[src/rtl/bcm_pkg.sv]
package bcm_pkg;
  localparam logic [7:0] OPC_PUSHB  = 8'h10;
  localparam logic [7:0] OPC_ZERO   = 8'h03;
  localparam logic [7:0] OPC_LDV1   = 8'h1B;
  localparam logic [7:0] OPC_LDV2   = 8'h1C;
  localparam logic [7:0] OPC_STV1   = 8'h3C;
  localparam logic [7:0] OPC_STV2   = 8'h3D;
  localparam logic [7:0] OPC_STV3   = 8'h3E;
  localparam logic [7:0] OPC_ADD    = 8'h60;
  localparam logic [7:0] OPC_RET    = 8'hB1;

  typedef enum logic [1:0] {
    STK_NONE,
    STK_PUSH,
    STK_POP,
    STK_ADD
  } stk_op_e;

  typedef enum logic [2:0] {
    ST_IDLE,
    ST_FETCH,
    ST_DECODE,
    ST_ARG,
    ST_HALT
  } core_state_e;
endpackage

[src/rtl/bcm_stack.sv]
module bcm_stack
  import bcm_pkg::*;
#(
  parameter int W     = 32,
  parameter int DEPTH = 8
) (
  input  logic         clk,
  input  logic         rst,
  input  logic         clear,
  input  stk_op_e      op,
  input  logic [W-1:0] din,
  output logic [W-1:0] top,
  output logic         full,
  output logic         empty,
  output logic         has_two
);
  localparam int CW = $clog2(DEPTH + 1);
  localparam int IW = (DEPTH > 1) ? $clog2(DEPTH) : 1;

  logic [W-1:0]  slots [DEPTH];
  logic [CW-1:0] count;
  logic [CW-1:0] idx_top;
  logic [CW-1:0] idx_sec;
  logic [W-1:0]  second;

  assign idx_top = count - CW'(1);
  assign idx_sec = count - CW'(2);
  assign top     = slots[idx_top[IW-1:0]];
  assign second  = slots[idx_sec[IW-1:0]];
  assign full    = (count == CW'(DEPTH));
  assign empty   = (count == '0);
  assign has_two = (count >= CW'(2));

  always_ff @(posedge clk) begin
    if (rst || clear) begin
      count <= '0;
    end else begin
      case (op)
        STK_PUSH: if (!full)   count <= count + CW'(1);
        STK_POP:  if (!empty)  count <= count - CW'(1);
        STK_ADD:  if (has_two) count <= count - CW'(1);
        default:  ;
      endcase
    end
  end

  always_ff @(posedge clk) begin
    if (!clear) begin
      if (op == STK_PUSH && !full)
        slots[count[IW-1:0]] <= din;
      else if (op == STK_ADD && has_two)
        slots[idx_sec[IW-1:0]] <= top + second;
    end
  end

  // a push against a full stack leaves the depth as it was
  a_r8_full_push_ignored: assert property (@(posedge clk) disable iff (rst)
    (op == STK_PUSH && full && !clear) |=> $stable(count));

  // removing from an empty stack leaves the depth as it was
  a_r9_empty_pop_ignored: assert property (@(posedge clk) disable iff (rst)
    (op == STK_POP && empty && !clear) |=> $stable(count));

  a_r8_depth_bound: assert property (@(posedge clk) disable iff (rst)
    count <= CW'(DEPTH));
endmodule

[src/rtl/bcm_vars.sv]
module bcm_vars #(
  parameter int W = 32,
  parameter int N = 3
) (
  input  logic           clk,
  input  logic           rst,
  input  logic           we,
  input  logic [1:0]     wsel,
  input  logic [W-1:0]   din,
  input  logic [1:0]     rsel,
  output logic [W-1:0]   rdata,
  output logic [N*W-1:0] all_vars
);
  logic [W-1:0] regs [N];

  for (genvar g = 0; g < N; g++) begin : g_var
    always_ff @(posedge clk) begin
      if (rst)
        regs[g] <= '0;
      else if (we && wsel == 2'(g + 1))
        regs[g] <= din;
    end
    assign all_vars[g*W +: W] = regs[g];
  end

  always_comb begin
    rdata = '0;
    for (int i = 0; i < N; i++)
      if (rsel == 2'(i + 1)) rdata = regs[i];
  end

  // variables change only on a store
  a_r5_vars_hold: assert property (@(posedge clk) disable iff (rst)
    !we |=> $stable(all_vars));
endmodule

[src/rtl/bcm_ctrl.sv]
module bcm_ctrl
  import bcm_pkg::*;
#(
  parameter int              PC_W      = 16,
  parameter int              W         = 32,
  parameter logic [PC_W-1:0] PROG_BASE = '0
) (
  input  logic            clk,
  input  logic            rst,
  input  logic            start,
  input  logic [7:0]      pm_data,
  output logic [PC_W-1:0] pm_addr,
  output logic            pm_rd,
  input  logic            stk_full,
  input  logic            stk_empty,
  input  logic            stk_two,
  output stk_op_e         stk_op,
  output logic [W-1:0]    stk_din,
  output logic            stk_clear,
  input  logic [W-1:0]    var_rd,
  output logic [1:0]      var_rsel,
  output logic            var_we,
  output logic [1:0]      var_wsel,
  output logic            halted,
  output logic            fault
);
  core_state_e      state, nstate;
  logic [PC_W-1:0]  pc;
  logic             pc_inc;
  logic             set_fault;

  assign pm_addr = pc;
  assign halted  = (state == ST_HALT);
  assign pm_rd   = (state == ST_FETCH) || (state == ST_DECODE);

  always_comb begin
    nstate    = state;
    pc_inc    = 1'b0;
    set_fault = 1'b0;
    stk_op    = STK_NONE;
    stk_din   = '0;
    stk_clear = 1'b0;
    var_rsel  = 2'd0;
    var_we    = 1'b0;
    var_wsel  = 2'd0;
    case (state)
      ST_IDLE, ST_HALT: begin
        if (start) begin
          stk_clear = 1'b1;
          nstate    = ST_FETCH;
        end
      end
      ST_FETCH: begin
        pc_inc = 1'b1;
        nstate = ST_DECODE;
      end
      ST_DECODE: begin
        nstate = ST_FETCH;
        case (pm_data)
          OPC_PUSHB: begin
            pc_inc = 1'b1;
            nstate = ST_ARG;
          end
          OPC_ZERO, OPC_LDV1, OPC_LDV2: begin
            var_rsel = (pm_data == OPC_LDV1) ? 2'd1 :
                       (pm_data == OPC_LDV2) ? 2'd2 : 2'd0;
            if (stk_full) begin
              set_fault = 1'b1;
            end else begin
              stk_op  = STK_PUSH;
              stk_din = (pm_data == OPC_ZERO) ? '0 : var_rd;
            end
          end
          OPC_STV1, OPC_STV2, OPC_STV3: begin
            if (stk_empty) begin
              set_fault = 1'b1;
            end else begin
              stk_op   = STK_POP;
              var_we   = 1'b1;
              var_wsel = (pm_data == OPC_STV1) ? 2'd1 :
                         (pm_data == OPC_STV2) ? 2'd2 : 2'd3;
            end
          end
          OPC_ADD: begin
            if (!stk_two) set_fault = 1'b1;
            else          stk_op    = STK_ADD;
          end
          OPC_RET: nstate = ST_HALT;
          default: set_fault = 1'b1;
        endcase
      end
      ST_ARG: begin
        nstate = ST_FETCH;
        if (stk_full) begin
          set_fault = 1'b1;
        end else begin
          stk_op  = STK_PUSH;
          stk_din = {{(W-8){pm_data[7]}}, pm_data};
        end
      end
      default: nstate = ST_IDLE;
    endcase
    if (set_fault) nstate = ST_HALT;
  end

  always_ff @(posedge clk) begin
    if (rst) begin
      state <= ST_IDLE;
      pc    <= PROG_BASE;
      fault <= 1'b0;
    end else begin
      state <= nstate;
      if (stk_clear) begin
        pc    <= PROG_BASE;
        fault <= 1'b0;
      end else begin
        if (pc_inc)    pc    <= pc + PC_W'(1);
        if (set_fault) fault <= 1'b1;
      end
    end
  end

  // each opcode fetch steps the byte address by one
  a_r2_fetch_step: assert property (@(posedge clk) disable iff (rst)
    (state == ST_FETCH) |=> (pm_addr == $past(pm_addr) + PC_W'(1)));

  // no program read while stopped
  a_r7_quiet_halt: assert property (@(posedge clk) disable iff (rst)
    halted |-> !pm_rd);

  // a raised fault always comes with a stopped core
  a_r10_fault_stops: assert property (@(posedge clk) disable iff (rst)
    fault |-> halted);

  // start from a stopped core goes straight to fetch at the base
  a_r1_start_base: assert property (@(posedge clk) disable iff (rst)
    (halted && start) |=> (pm_rd && pm_addr == PROG_BASE && !fault));
endmodule

[src/rtl/bcm_core.sv]
module bcm_core
  import bcm_pkg::*;
#(
  parameter int              PC_W        = 16,
  parameter int              DATA_W      = 32,
  parameter int              STACK_DEPTH = 8,
  parameter logic [PC_W-1:0] PROG_BASE   = '0
) (
  input  logic              clk,
  input  logic              rst,
  input  logic              start,
  output logic [PC_W-1:0]   pm_addr,
  output logic              pm_rd,
  input  logic [7:0]        pm_data,
  output logic              halted,
  output logic              fault,
  output logic [DATA_W-1:0] var1,
  output logic [DATA_W-1:0] var2,
  output logic [DATA_W-1:0] var3
);
  localparam int NVARS = 3;

  stk_op_e                   stk_op;
  logic [DATA_W-1:0]         stk_din, stk_top;
  logic                      stk_clear, stk_full, stk_empty, stk_two;
  logic [DATA_W-1:0]         var_rd;
  logic [1:0]                var_rsel, var_wsel;
  logic                      var_we;
  logic [NVARS*DATA_W-1:0]   all_vars;

  bcm_ctrl #(.PC_W(PC_W), .W(DATA_W), .PROG_BASE(PROG_BASE)) u_ctrl (
    .clk(clk), .rst(rst), .start(start), .pm_data(pm_data),
    .pm_addr(pm_addr), .pm_rd(pm_rd),
    .stk_full(stk_full), .stk_empty(stk_empty), .stk_two(stk_two),
    .stk_op(stk_op), .stk_din(stk_din), .stk_clear(stk_clear),
    .var_rd(var_rd), .var_rsel(var_rsel), .var_we(var_we), .var_wsel(var_wsel),
    .halted(halted), .fault(fault)
  );

  bcm_stack #(.W(DATA_W), .DEPTH(STACK_DEPTH)) u_stack (
    .clk(clk), .rst(rst), .clear(stk_clear), .op(stk_op), .din(stk_din),
    .top(stk_top), .full(stk_full), .empty(stk_empty), .has_two(stk_two)
  );

  bcm_vars #(.W(DATA_W), .N(NVARS)) u_vars (
    .clk(clk), .rst(rst), .we(var_we), .wsel(var_wsel), .din(stk_top),
    .rsel(var_rsel), .rdata(var_rd), .all_vars(all_vars)
  );

  assign var1 = all_vars[0*DATA_W +: DATA_W];
  assign var2 = all_vars[1*DATA_W +: DATA_W];
  assign var3 = all_vars[2*DATA_W +: DATA_W];
endmodule

[config.mk]
export PLATFORM = sky130hd
export DESIGN_NAME = bcm_core
export DESIGN_NICKNAME = d
export VERILOG_FILES = /design/src/rtl/bcm_pkg.sv /design/src/rtl/bcm_stack.sv /design/src/rtl/bcm_vars.sv /design/src/rtl/bcm_ctrl.sv /design/src/rtl/bcm_core.sv
export SDC_FILE = /design/constraint.sdc
export NUM_CORES = 1
export LEC_CHECK = 0
export ABC_CLOCK_PERIOD_IN_PS = 14200
export BUFFER_PORTS_ARGS = -buffer_cell sky130_fd_sc_hd__buf_2
export CAP_MARGIN = 0
export CORE_AREA = 2 2 183 257
export CTS_BUF_LIST = sky130_fd_sc_hd__clkbuf_8
export DETAILED_ROUTE_END_ITERATION = 6
export DIE_AREA = 0 0 185 259
export GPL_TIMING_DRIVEN = 0
export SYNTH_ARGS = -nofsm -noshare
export SYNTH_HDL_FRONTEND = slang
export SYNTH_HIERARCHICAL = 1
export SYNTH_SLANG_ARGS = --single-unit
[constraint.sdc]
create_clock -name clk -period 14.2 [get_ports clk]
set_clock_uncertainty 0.05 [all_clocks]
set_input_delay 1.42 -clock clk [delete_from_list [all_inputs] [get_ports clk]]
set_output_delay 1.42 -clock clk [all_outputs]
set_load 0.05 [all_outputs]
After elaboration in Yosys (flattened, before gate mapping)
Memory sizes are Yosys's and may differ from the RTL's.
Index checks and enable logic that the tools add are counted.
{"block": "totals", "ff_bits": 24, "ramBits": 352, "out_inout_bits": 115, "wordCells": 129, "memories": 2}
{"block": "classes", "addsub": 5, "order_cmp": 1, "eq_ne": 28, "n_mux": 66, "bitwise_logic": 3, "reduce_logical": 19}
{"memory": "u_stack.slots", "depth": 8, "word_bits": 32, "read_ports": 2, "rd_ports_with_merged_regs": 0, "wr": 1, "line": "bcm_stack.sv:20", "text": "logic [W-1:0] slots [DEPTH];"}
{"memory": "u_vars.regs", "depth": 3, "word_bits": 32, "read_ports": 3, "rd_ports_with_merged_regs": 0, "wr": 3, "line": "bcm_vars.sv:14", "text": "logic [W-1:0] regs [N];"}
{"operator": "two-way mux 32 bit", "count": 11}
{"operator": "one-hot mux 32 bit (2 select lines)", "count": 1}
{"operator": "adder 32 bit", "count": 1}
{"operator": "OR reduction 32 bit", "count": 1}
{"operator": "two-way mux 1 bit", "count": 30}
{"operator": "== test 8 x 5 -> 1 bit, second input constant", "count": 3}
{"operator": "== test 8 x 6 -> 1 bit, second input constant", "count": 3}
{"operator": "two-way mux 2 bit", "count": 10}
{"operator": "adder 16 x 1 -> 16 bit, second input constant", "count": 1}
{"operator": "== test 2 bit, second input constant", "count": 6}
{"operator": "two-way mux 4 bit", "count": 3}
{"operator": "one-hot mux 3 bit (4 select lines)", "count": 1}
{"operator": "one-hot mux 4 bit (3 select lines)", "count": 1}
{"operator": "two-way mux 3 bit", "count": 3}
{"operator": "== test 8 x 2 -> 1 bit, second input constant", "count": 1}
{"operator": "== test 8 x 7 -> 1 bit, second input constant", "count": 1}
{"operator": "== test 8 bit, second input constant", "count": 1}
{"operator": "inequality test 2 bit, second input constant", "count": 4}
{"operator": "OR reduction 2 bit", "count": 4}
{"operator": "== test 2 x 1 -> 1 bit, second input constant", "count": 3}
{"operator": "== test 3 x 2 -> 1 bit, second input constant", "count": 2}
{"operator": "one-hot mux 2 bit (3 select lines)", "count": 1}
{"operator": "one-hot mux 3 bit (2 select lines)", "count": 1}
{"operator": "OR reduction 3 bit", "count": 2}
{"operator": "other kinds (19)", "count": 27}

Depth between registers and ports, before layout
Gate-level depths: netlist of the first run.
{"block": "depth", "ltp_word": 14, "ltp_mapped": 19}

Cells and area by module
Netlist of the first run, hierarchy kept.
{"module": "bcm_stack", "instances": 1, "cells_each": 894, "area_per_inst_um2": 14098.5, "seq_area_each_um2": 7767.4}
{"module": "bcm_vars", "instances": 1, "cells_each": 326, "area_per_inst_um2": 4504.3, "seq_area_each_um2": 2882.8}
{"module": "bcm_ctrl", "instances": 1, "cells_each": 205, "area_per_inst_um2": 1659.1, "seq_area_each_um2": 400.4}

Least setup slack after synthesis of the first run
Ideal clock, no wire load.
{"block": "synth_path", "path_kind": "input to register", "start": "input pm_data[4]", "end": "memory u_stack.slots[6][0] (enable)", "setup_time_ns": 0.421, "arrival_ns": 4.989, "t_required_ns": 13.729, "setup_slack_ns": 8.740, "stages": 14, "path_buffers": 3, "path_cell_list": "buf_6 or3b_1 o32a_2 nor2_1 a22o_1 a21o_1 ha_1 nand2_1 or3_4 buf_6 buf_4 nor3_1 a31oi_1 nor2_1"}
{"block": "synth_between", "elab_chain_len": 12, "elab_cells_between_ends": 25, "classes_between": "eq/ne (9); mux (11); reduce/logical (5)"}
{"item": "start: declaration", "line": "bcm_core.sv:14", "text": "input logic [7:0] pm_data,"}
{"item": "== test 8 x 6 -> 1 bit (tied with other cells)", "line": "bcm_ctrl.sv:59", "text": "case (pm_data)"}
{"item": "OR reduction 3 bit", "line": "bcm_ctrl.sv:59"}
{"item": "one-hot mux 2 bit (3 select lines) *", "line": "bcm_ctrl.sv:59"}
{"item": "one-hot mux 2 bit (2 select lines) *", "line": "bcm_ctrl.sv:46", "text": "case (state)"}
{"item": "via stk_op[0]", "line": "bcm_core.sv:23", "text": "stk_op_e stk_op;"}
{"item": "== test 2 bit", "line": "bcm_stack.sv:51", "text": "else if (op == STK_ADD && has_two)"}
{"item": "logical AND 1 bit", "line": "bcm_stack.sv:51"}
{"item": "two-way mux 1 bit", "line": "bcm_stack.sv:51"}
{"item": "two-way mux 1 bit", "line": "bcm_stack.sv:49", "text": "if (op == STK_PUSH && !full)"}
{"item": "two-way mux 1 bit", "line": "bcm_stack.sv:48", "text": "if (!clear) begin"}
{"item": "two-way mux 1 bit (implied by the code)", "line": "bcm_stack.sv:52", "text": "slots[idx_sec[IW-1:0]] <= top + second;"}
{"item": "OR reduction 32 bit (no source line)"}
{"item": "two-way mux 3 bit (no source line) / two-way mux 1 bit (equally long branches)"}
{"item": "end: declaration", "line": "bcm_stack.sv:20"}
Mark *: on every way through the listed nets, which the timed path passes. The rest lies on a longest branch.

Final worst setup path of the first run
{"block": "layout_path", "start": "register u_stack.count[1]", "end": "memory u_stack.slots[2][23] (data pin)"}
{"block": "layout_between", "elab_cells_between_ends": 27, "classes_between": "add/sub (3); order compare (1); eq/ne (3); mux (14); reduce/logical (5); memory (1)"}
{"item": "start: declaration", "line": "bcm_stack.sv:21", "text": "logic [CW-1:0] count;"}
{"item": "start signal: assignment", "line": "bcm_stack.sv:39", "text": "STK_PUSH: if (!full) count <= count + CW'(1);"}
{"item": "start signal: assignment", "line": "bcm_stack.sv:40", "text": "STK_POP: if (!empty) count <= count - CW'(1);"}
{"item": "start signal: assignment", "line": "bcm_stack.sv:41", "text": "STK_ADD: if (has_two) count <= count - CW'(1);"}
{"item": "subtractor 4 x 1 -> 4 bit"}
{"item": "memory (8 x 32 bit)"}
{"item": "via stk_top[6]", "line": "bcm_core.sv:24", "text": "logic [DATA_W-1:0] stk_din, stk_top;"}
{"item": "adder 32 bit", "line": "bcm_stack.sv:52"}
{"item": "two-way mux 32 bit (no source line)"}
The timed path passes the listed nets, and every way through them passes these cells.

==> results.md, run 1 <==
* 1 — initial antenna violation count
* 1.17 ns — transition at the pin with the smallest max-transition slack
* 0 — Resize count post-CTS
* 0 — Hold Violations, Final
* 89600 um — first-pass GRT wire length
* 0.511 mW — switching power total
* 0 — number of max-slew violations in the final report
* false — RSZ-0062 raised after global routing
* 25.6% — Global Route Usage Sum
* register to register — category of the most critical setup path
* 124 — input/output buffers
* 0% — async set-or-reset flop fraction in the synthesized netlist
* 8.55 ns — Crit path arrival time
* 54.5% — part of the Yosys area used for sequential elements
* 39.4% — clock group share of total power
* 0 — number of endpoints failing setup at the final stage
* 14.41 ns — worst path required time
* sky130_fd_sc_hd__edfxtp_1 — leading cell type in the layout, fill and taps excluded
* 93 — Row Count
* 0.07 ns — clock-pin slew on the worst setup and hold paths
* 10 — critical-path maximum fanout
* 1.68 mW — Internal Dissipation
* 259 um — Die Y
* 27.0 um — WL per Instance
* 30.9% — global routing met1 resource utilization
* 20300 sq um — netlist area before placement
* 31.6% — fraction of layout cells with a size suffix above 1
* 14000 — number of global-route vias before repair
* 3944 — # fillers
* 352 — number of flops mapped to enable cells by yosys
* 0 — post-CTS setup buffer count
* 6 — count of yosys warnings during synthesis
* 126 — IO Pins
* 94.9 nW/um^2 — power density over the cells
* 23.4% — Switching Fraction
* 8.77 nW — leakage power of the design
* sky130_fd_sc_hd__edfxtp_1 — ys flop type
* 0 — number of antenna-violating nets in the routed design
* 82 — Unique masters post-synth
* 1478 — syn nets
* 1220 — drt initial violations
* sky130_fd_sc_hd__edfxtp_1 (352), sky130_fd_sc_hd__buf_2 (160), sky130_fd_sc_hd__nor2_1 (143) — top library cells by usage in the layout, fill and taps aside
* 2 — H-Tree Depth
* 2.96% — met3 demand-to-capacity share in global routing
* 1671 — total number of nets in the final design
* 0 ns — total negative slack for setup checks
* 45600 sq um — core area
* 376 — count of state elements after synthesis
* 56 — number of buffers created by CTS
* 13.8% — growth of design area from synthesis to finish
* 61500 um — Detailed Route WL
* 0 — post-cts hold buffer count
* 14.2 sq um — mean cell area of the mapped netlist
* 5 — TritonRoute pass-1 iters
* register — kind of end point of the critical path
* 0.65 ns — clock latency reported for the late side of the worst-skew pair
* 4.9% — proportion of power drawn by combinational gates
* 44.4% — Starting Density
* 22.1% — worst-case headroom to the max-slew limit
* 0 — number of design rule violations left after detail routing
* 6.03 ns — worst slack, placed
* 55.6% — part of the power in registers
* 24 — pin count of the biggest net entering global routing
* sky130_fd_sc_hd__clkbuf_8 — Root Driver
* 47.0% — met2 global-route usage
* 0 — # Max-Cap Violations
* 58.8% — fin crit share
* 50.5% — share of the core filled with cells in the final layout
* 13600 — vias after detailed routing
* 3 — worst-case clock buffer depth
* 185 um — Die Wd
* register — sort of element at the start of the critical path
* met2 — global routing's busiest layer
* finished, final reports clean — run status
* 120 MHz — maximum operating frequency
* 44200 um — DPL Wire Length
* 8.35 ns — minimum clock period
* 0 — global route total overflow
* register to register — HP Class
* 5.85 ns — worst path setup slack after routing
* 0.920 — gpl congestion
* 5.99 — via count normalized by instance count
* 0.0000538 V — worst supply voltage drop on vdd
* 376 — Sink Count
* 47900 sq um — area enclosed by the die boundary
* done — clock tree from TritonCTS
* 1425 — instance count of the mapped netlist
-- per-stage QoR --
step	total power, mW	cell area (sq um)	hold WS, ns	cells
6_report	2.19	23100	0.395	2278
5_1_grt	2.25	23100	0.429	2278
4_1_cts	2.21	23100	0.400	2277
3_5_place_dp	1.35	22000	0.390	2177
3_3_place_gp	1.35	21700	0.386	2166
2_1_floorplan	1.31	20300	0.510	1425
-- cells by family (layout without fill, tap and decap cells) --
logic type               Yosys count  in the layout  share of synthesized area (%)
AO/OA/AOI/OAI                    235            235                           7.95
XOR/XNOR                          47             47                           2.03
adder cells (fa/ha/maj)           42             42                           2.63
buffers and inverters            119            354                           3.16
flip-flops                       376            376                           54.5
multiplexers                     228            228                           20.4
other                              0              1                              0
AND/OR/NAND/NOR                  378            378                           9.33
-- power groups by stage --
| stage | clock network, mW | registers (mW) | logic (mW) |
|---|---|---|---|
| final | 0.862 | 1.22 | 0.108 |
| after global routing | 0.924 | 1.22 | 0.113 |
| after CTS | 0.883 | 1.22 | 0.108 |
| after detailed placement | 0 | 1.24 | 0.108 |
| after global placement | 0 | 1.24 | 0.104 |
| after floorplan | 0 | 1.28 | 0.0382 |
-- Yosys cell counts, drive strengths merged (29+ instances only) --
library cell / n / area share, %
nand3b: 32 / 1.2
a21o: 36 / 1.3
edfxtp: 352 / 52
o21ai: 48 / 1.2
ha: 41 / 2.5
a21oi: 48 / 1.2
mux2: 96 / 5.9
nand2: 85 / 1.6
xnor2: 29 / 1.3
buf: 57 / 2.0
clkbuf: 42 / 0.79
nor2: 151 / 2.8
a22o: 40 / 1.7
mux4: 128 / 14
-- sequential cells by signal (all words and copies together) (netlist names) --
| signal | flops |
|---|---|
| u_ctrl/pm_addr | 16 |
| u_ctrl/state | 3 |
| u_ctrl/fault | 1 |
| u_stack/slots | 256 |
| u_stack/count | 4 |
| u_vars/regs | 96 |
-- final cells by class --
class | count | area (sq um) | share of cell area (%)
Sequential cell | 376 | 11100 | 47.9
Antenna cell | 1 | 2.50 | 0.0109
Clock inverter | 41 | 250 | 1.09
Tap cell | 617 | 772 | 3.35
Clock buffer | 59 | 812 | 3.52
Timing Repair Buffer | 135 | 863 | 3.74
Inverter | 20 | 75.1 | 0.326
Buffer | 99 | 566 | 2.45
Multi-Input combinational cell | 930 | 8660 | 37.6
-- critical path: stages, from the launching register on --
cell and delay (ns):
sky130_fd_sc_hd__dfxtp_1 0.38, sky130_fd_sc_hd__buf_2 0.32, sky130_fd_sc_hd__buf_2 0.43, sky130_fd_sc_hd__buf_1 0.65
sky130_fd_sc_hd__inv_1 0.31, sky130_fd_sc_hd__ha_1 0.41, sky130_fd_sc_hd__clkbuf_1 0.65, sky130_fd_sc_hd__clkbuf_1 0.92
sky130_fd_sc_hd__mux4_2 0.43, sky130_fd_sc_hd__mux2_2 0.32, sky130_fd_sc_hd__ha_1 0.40, sky130_fd_sc_hd__a21oi_1 0.28
sky130_fd_sc_hd__o22ai_1 0.19, sky130_fd_sc_hd__a211o_1 0.33, sky130_fd_sc_hd__o21ai_0 0.57, sky130_fd_sc_hd__a21oi_1 0.19
sky130_fd_sc_hd__o21a_1 0.21, sky130_fd_sc_hd__o31ai_1 0.90
-- metal layers --
metal,vias to the layer above,part of all wire (%)
met2,555,52
met5,-,0
met3,114,5.9
li1,5976,-
met1,6989,38
met4,0,3.4
-- path summary, 6_finish.rpt --
path / end / cells after the start / slack, ns / start
setup / recovery: u_stack/slots[2][23] / 17 / 5.85 / u_stack/count[1]
setup reg to reg: u_stack/slots[2][23] / 17 / 5.85 / u_stack/count[1]
hold reg to reg: u_ctrl/fault / 2 / 0.40 / u_ctrl/fault
hold / removal: u_ctrl/fault / 2 / 0.40 / u_ctrl/fault
Power figures use the tool's default switching activity.
==> inputs of run 2 (changes only) <==
ABC_CLOCK_PERIOD_IN_PS = 8100   (was 14200)
clock period = 8.1 ns   (was 14.2 ns; I/O delays follow)
==> run 2 against run 1 <==
Effect of this change: count of clock-buffer cells in the layout is the same; total power grew 75%; wire length shrank 0.13%; cell area is essentially flat; cell count is the same; clock power grew 75%; utilization is essentially flat; critical path type unchanged; largest cell class unchanged.
==> results.md, run 2 (synthesized netlist as in run 1, its figures left out) <==
* u_stack/count[1] — reg-to-reg startpoint
* 22.4% — worst-case headroom to the max-slew limit
* 4.9% — proportion of power drawn by combinational gates
* 0.893 mW — switching power total
* 27.0 um — WL per Instance
* 13700 — vias after detailed routing
* 0 — number of endpoints failing setup at the final stage
* 2278 — fin cells
* 0.64 ns — clock latency reported for the late side of the worst-skew pair
* 0 — global route total overflow
* 39.4% — clock group share of total power
* 50.6% — share of the core filled with cells in the final layout
* u_ctrl/fault — hold wc startpoint
* u_stack/slots[0][22] — FF-to-FF End
* 3.83 mW — total power
* 0 — number of antenna-violating nets in the routed design
* 0 — Hold Violations, Final
* 55.7% — part of the power in registers
* 259 um — Die Y
* done — clock tree from TritonCTS
* 44200 um — DPL Wire Length
* 376 — Sink Count
* 45600 sq um — core area
* 14000 — number of global-route vias before repair
* 25.6% — Global Route Usage Sum
* 128 MHz — maximum operating frequency
* 23100 sq um — Finished Cell Area
* finished, final reports clean — run status
* 89700 um — first-pass GRT wire length
* u_ctrl/fault — hold-critical path endpoint
* sky130_fd_sc_hd__edfxtp_1 — leading cell type in the layout, fill and taps excluded
* sky130_fd_sc_hd__edfxtp_1 (352), sky130_fd_sc_hd__buf_2 (160), sky130_fd_sc_hd__nor2_1 (143) — top library cells by usage in the layout, fill and taps aside
* register — kind of end point of the critical path
* u_stack/count[1] — startpoint of the most critical setup path
* 0 — number of max-slew violations in the final report
* 256 — flip-flop count of the largest register after layout
* 1 — initial antenna violation count
* 13.8% — growth of design area from synthesis to finish
* 185 um — Die Wd
* 5 — TritonRoute pass-1 iters
* 0.0000942 V — worst supply voltage drop on vdd
* 47900 sq um — area enclosed by the die boundary
* 23.3% — Switching Fraction
* 0 — # Max-Cap Violations
* 8.03 ns — Crit path arrival time
* 61500 um — Detailed Route WL
* 96.6% — fin crit share
* register — sort of element at the start of the critical path
* false — RSZ-0062 raised after global routing
* 3 — worst-case clock buffer depth
* 0.920 — gpl congestion
* 19 — number of cells on the worst reg-to-reg path
* 3944 — # fillers
* 5.99 — via count normalized by instance count
* 1671 — total number of nets in the final design
* 0 — post-CTS setup buffer count
* 126 — IO Pins
* 0 — number of design rule violations left after detail routing
* sky130_fd_sc_hd__clkbuf_8 — Root Driver
* 166 nW/um^2 — power density over the cells
* 8.78 nW — leakage power of the design
* 0.28 ns — FF-to-FF setup slack
* 124 — input/output buffers
* 7.82 ns — minimum clock period
* 22000 sq um — Cell Area, Placed
* 1.16 ns — transition at the pin with the smallest max-transition slack
* 2 — H-Tree Depth
* register to register — category of the most critical setup path
* 31.8% — fraction of layout cells with a size suffix above 1
* 56 — number of buffers created by CTS
* 0.07 ns — clock-pin slew on the worst setup and hold paths
* 10 — critical-path maximum fanout
* 0 — post-cts hold buffer count
* 1200 — drt initial violations
* 93 — Row Count
* 2 — hold path cells
* 2.94 mW — Internal Dissipation
* 44.4% — Starting Density
* 2177 — number of placed cells counting well taps
* register to register — HP Class
* 8.31 ns — worst path required time
* 24 — pin count of the biggest net entering global routing
run 2: power groups by stage:
stage	logic, mW	clock network (mW)	registers (mW)
finish	0.189	1.51	2.13
detailed placement	0.188	0	2.17
CTS	0.189	1.55	2.13
floorplan	0.0670	0	2.24
global placement	0.182	0	2.18
global route	0.198	1.62	2.13
run 2: repair_timing:
action,in CTS,in global routing
setup endpoints to repair,8,32
cloned,0,0
resized for setup,2,5
pin swaps,0,0
run 2: critical path, cell delays in order (launching register included):
cell and delay (ns):
sky130_fd_sc_hd__dfxtp_1 0.38, sky130_fd_sc_hd__buf_2 0.32, sky130_fd_sc_hd__buf_2 0.42, sky130_fd_sc_hd__buf_1 0.64, sky130_fd_sc_hd__inv_1 0.31, sky130_fd_sc_hd__ha_1 0.41
sky130_fd_sc_hd__clkbuf_1 0.64, sky130_fd_sc_hd__clkbuf_1 0.84, sky130_fd_sc_hd__mux4_2 0.38, sky130_fd_sc_hd__mux2_2 0.21, sky130_fd_sc_hd__ha_1 0.18, sky130_fd_sc_hd__inv_1 0.05
sky130_fd_sc_hd__fa_1 0.41, sky130_fd_sc_hd__nand2b_1 0.19, sky130_fd_sc_hd__a21oi_1 0.34, sky130_fd_sc_hd__o2111ai_1 0.28, sky130_fd_sc_hd__o211ai_2 0.17, sky130_fd_sc_hd__a21o_1 0.26
sky130_fd_sc_hd__xnor2_1 0.08, sky130_fd_sc_hd__o21ai_0 0.87
run 2: area by class of cell:
type | instances | area [sq um] | share of cell area [%]
flip-flops and latches | 376 | 11100 | 47.9
multi-input cells | 930 | 8670 | 37.6
repair buffers | 135 | 863 | 3.74
clock buffers | 59 | 812 | 3.52
well taps | 617 | 772 | 3.35
plain buffers | 99 | 568 | 2.46
clock inverters | 41 | 250 | 1.09
inverters | 20 | 75.1 | 0.326
diodes | 1 | 2.50 | 0.0109
run 2: worst max-delay path by stage:
| stage | cells past startpoint | slack, ns | to |
|---|---|---|---|
| 2_1_floorplan | 17 | 2.80 | u_stack/slots[6][0] |
| 3_3_place_gp | 16 | -0.46 | u_stack/slots[3][24] |
| 3_5_place_dp | 17 | -0.07 | u_stack/slots[3][23] |
| 4_1_cts | 18 | 0.13 | u_stack/slots[3][21] |
| 5_1_grt | 17 | 0.11 | u_stack/slots[1][23] |
| 6_report | 19 | 0.28 | u_stack/slots[0][22] |
run 2: stage by stage:
stage / hold WS (ns) / setup slack (ns) / setup TNS [ns]
detailed placement: 0.390 / -0.0731 / -0.584
finish: 0.395 / 0.278 / 0
global placement: 0.386 / -0.465 / -54.15
global route: 0.429 / 0.111 / 0
CTS: 0.400 / 0.126 / 0
floorplan: 0.510 / 2.80 / 0
run 2: layer usage:
layer,vias to the layer above,GRT usage (%),part of all wire [%]
met5,-,0,0
met4,0,9.28,3.5
met3,117,2.96,5.8
met2,556,47.0,52
met1,7003,30.9,38
li1,5976,-,-
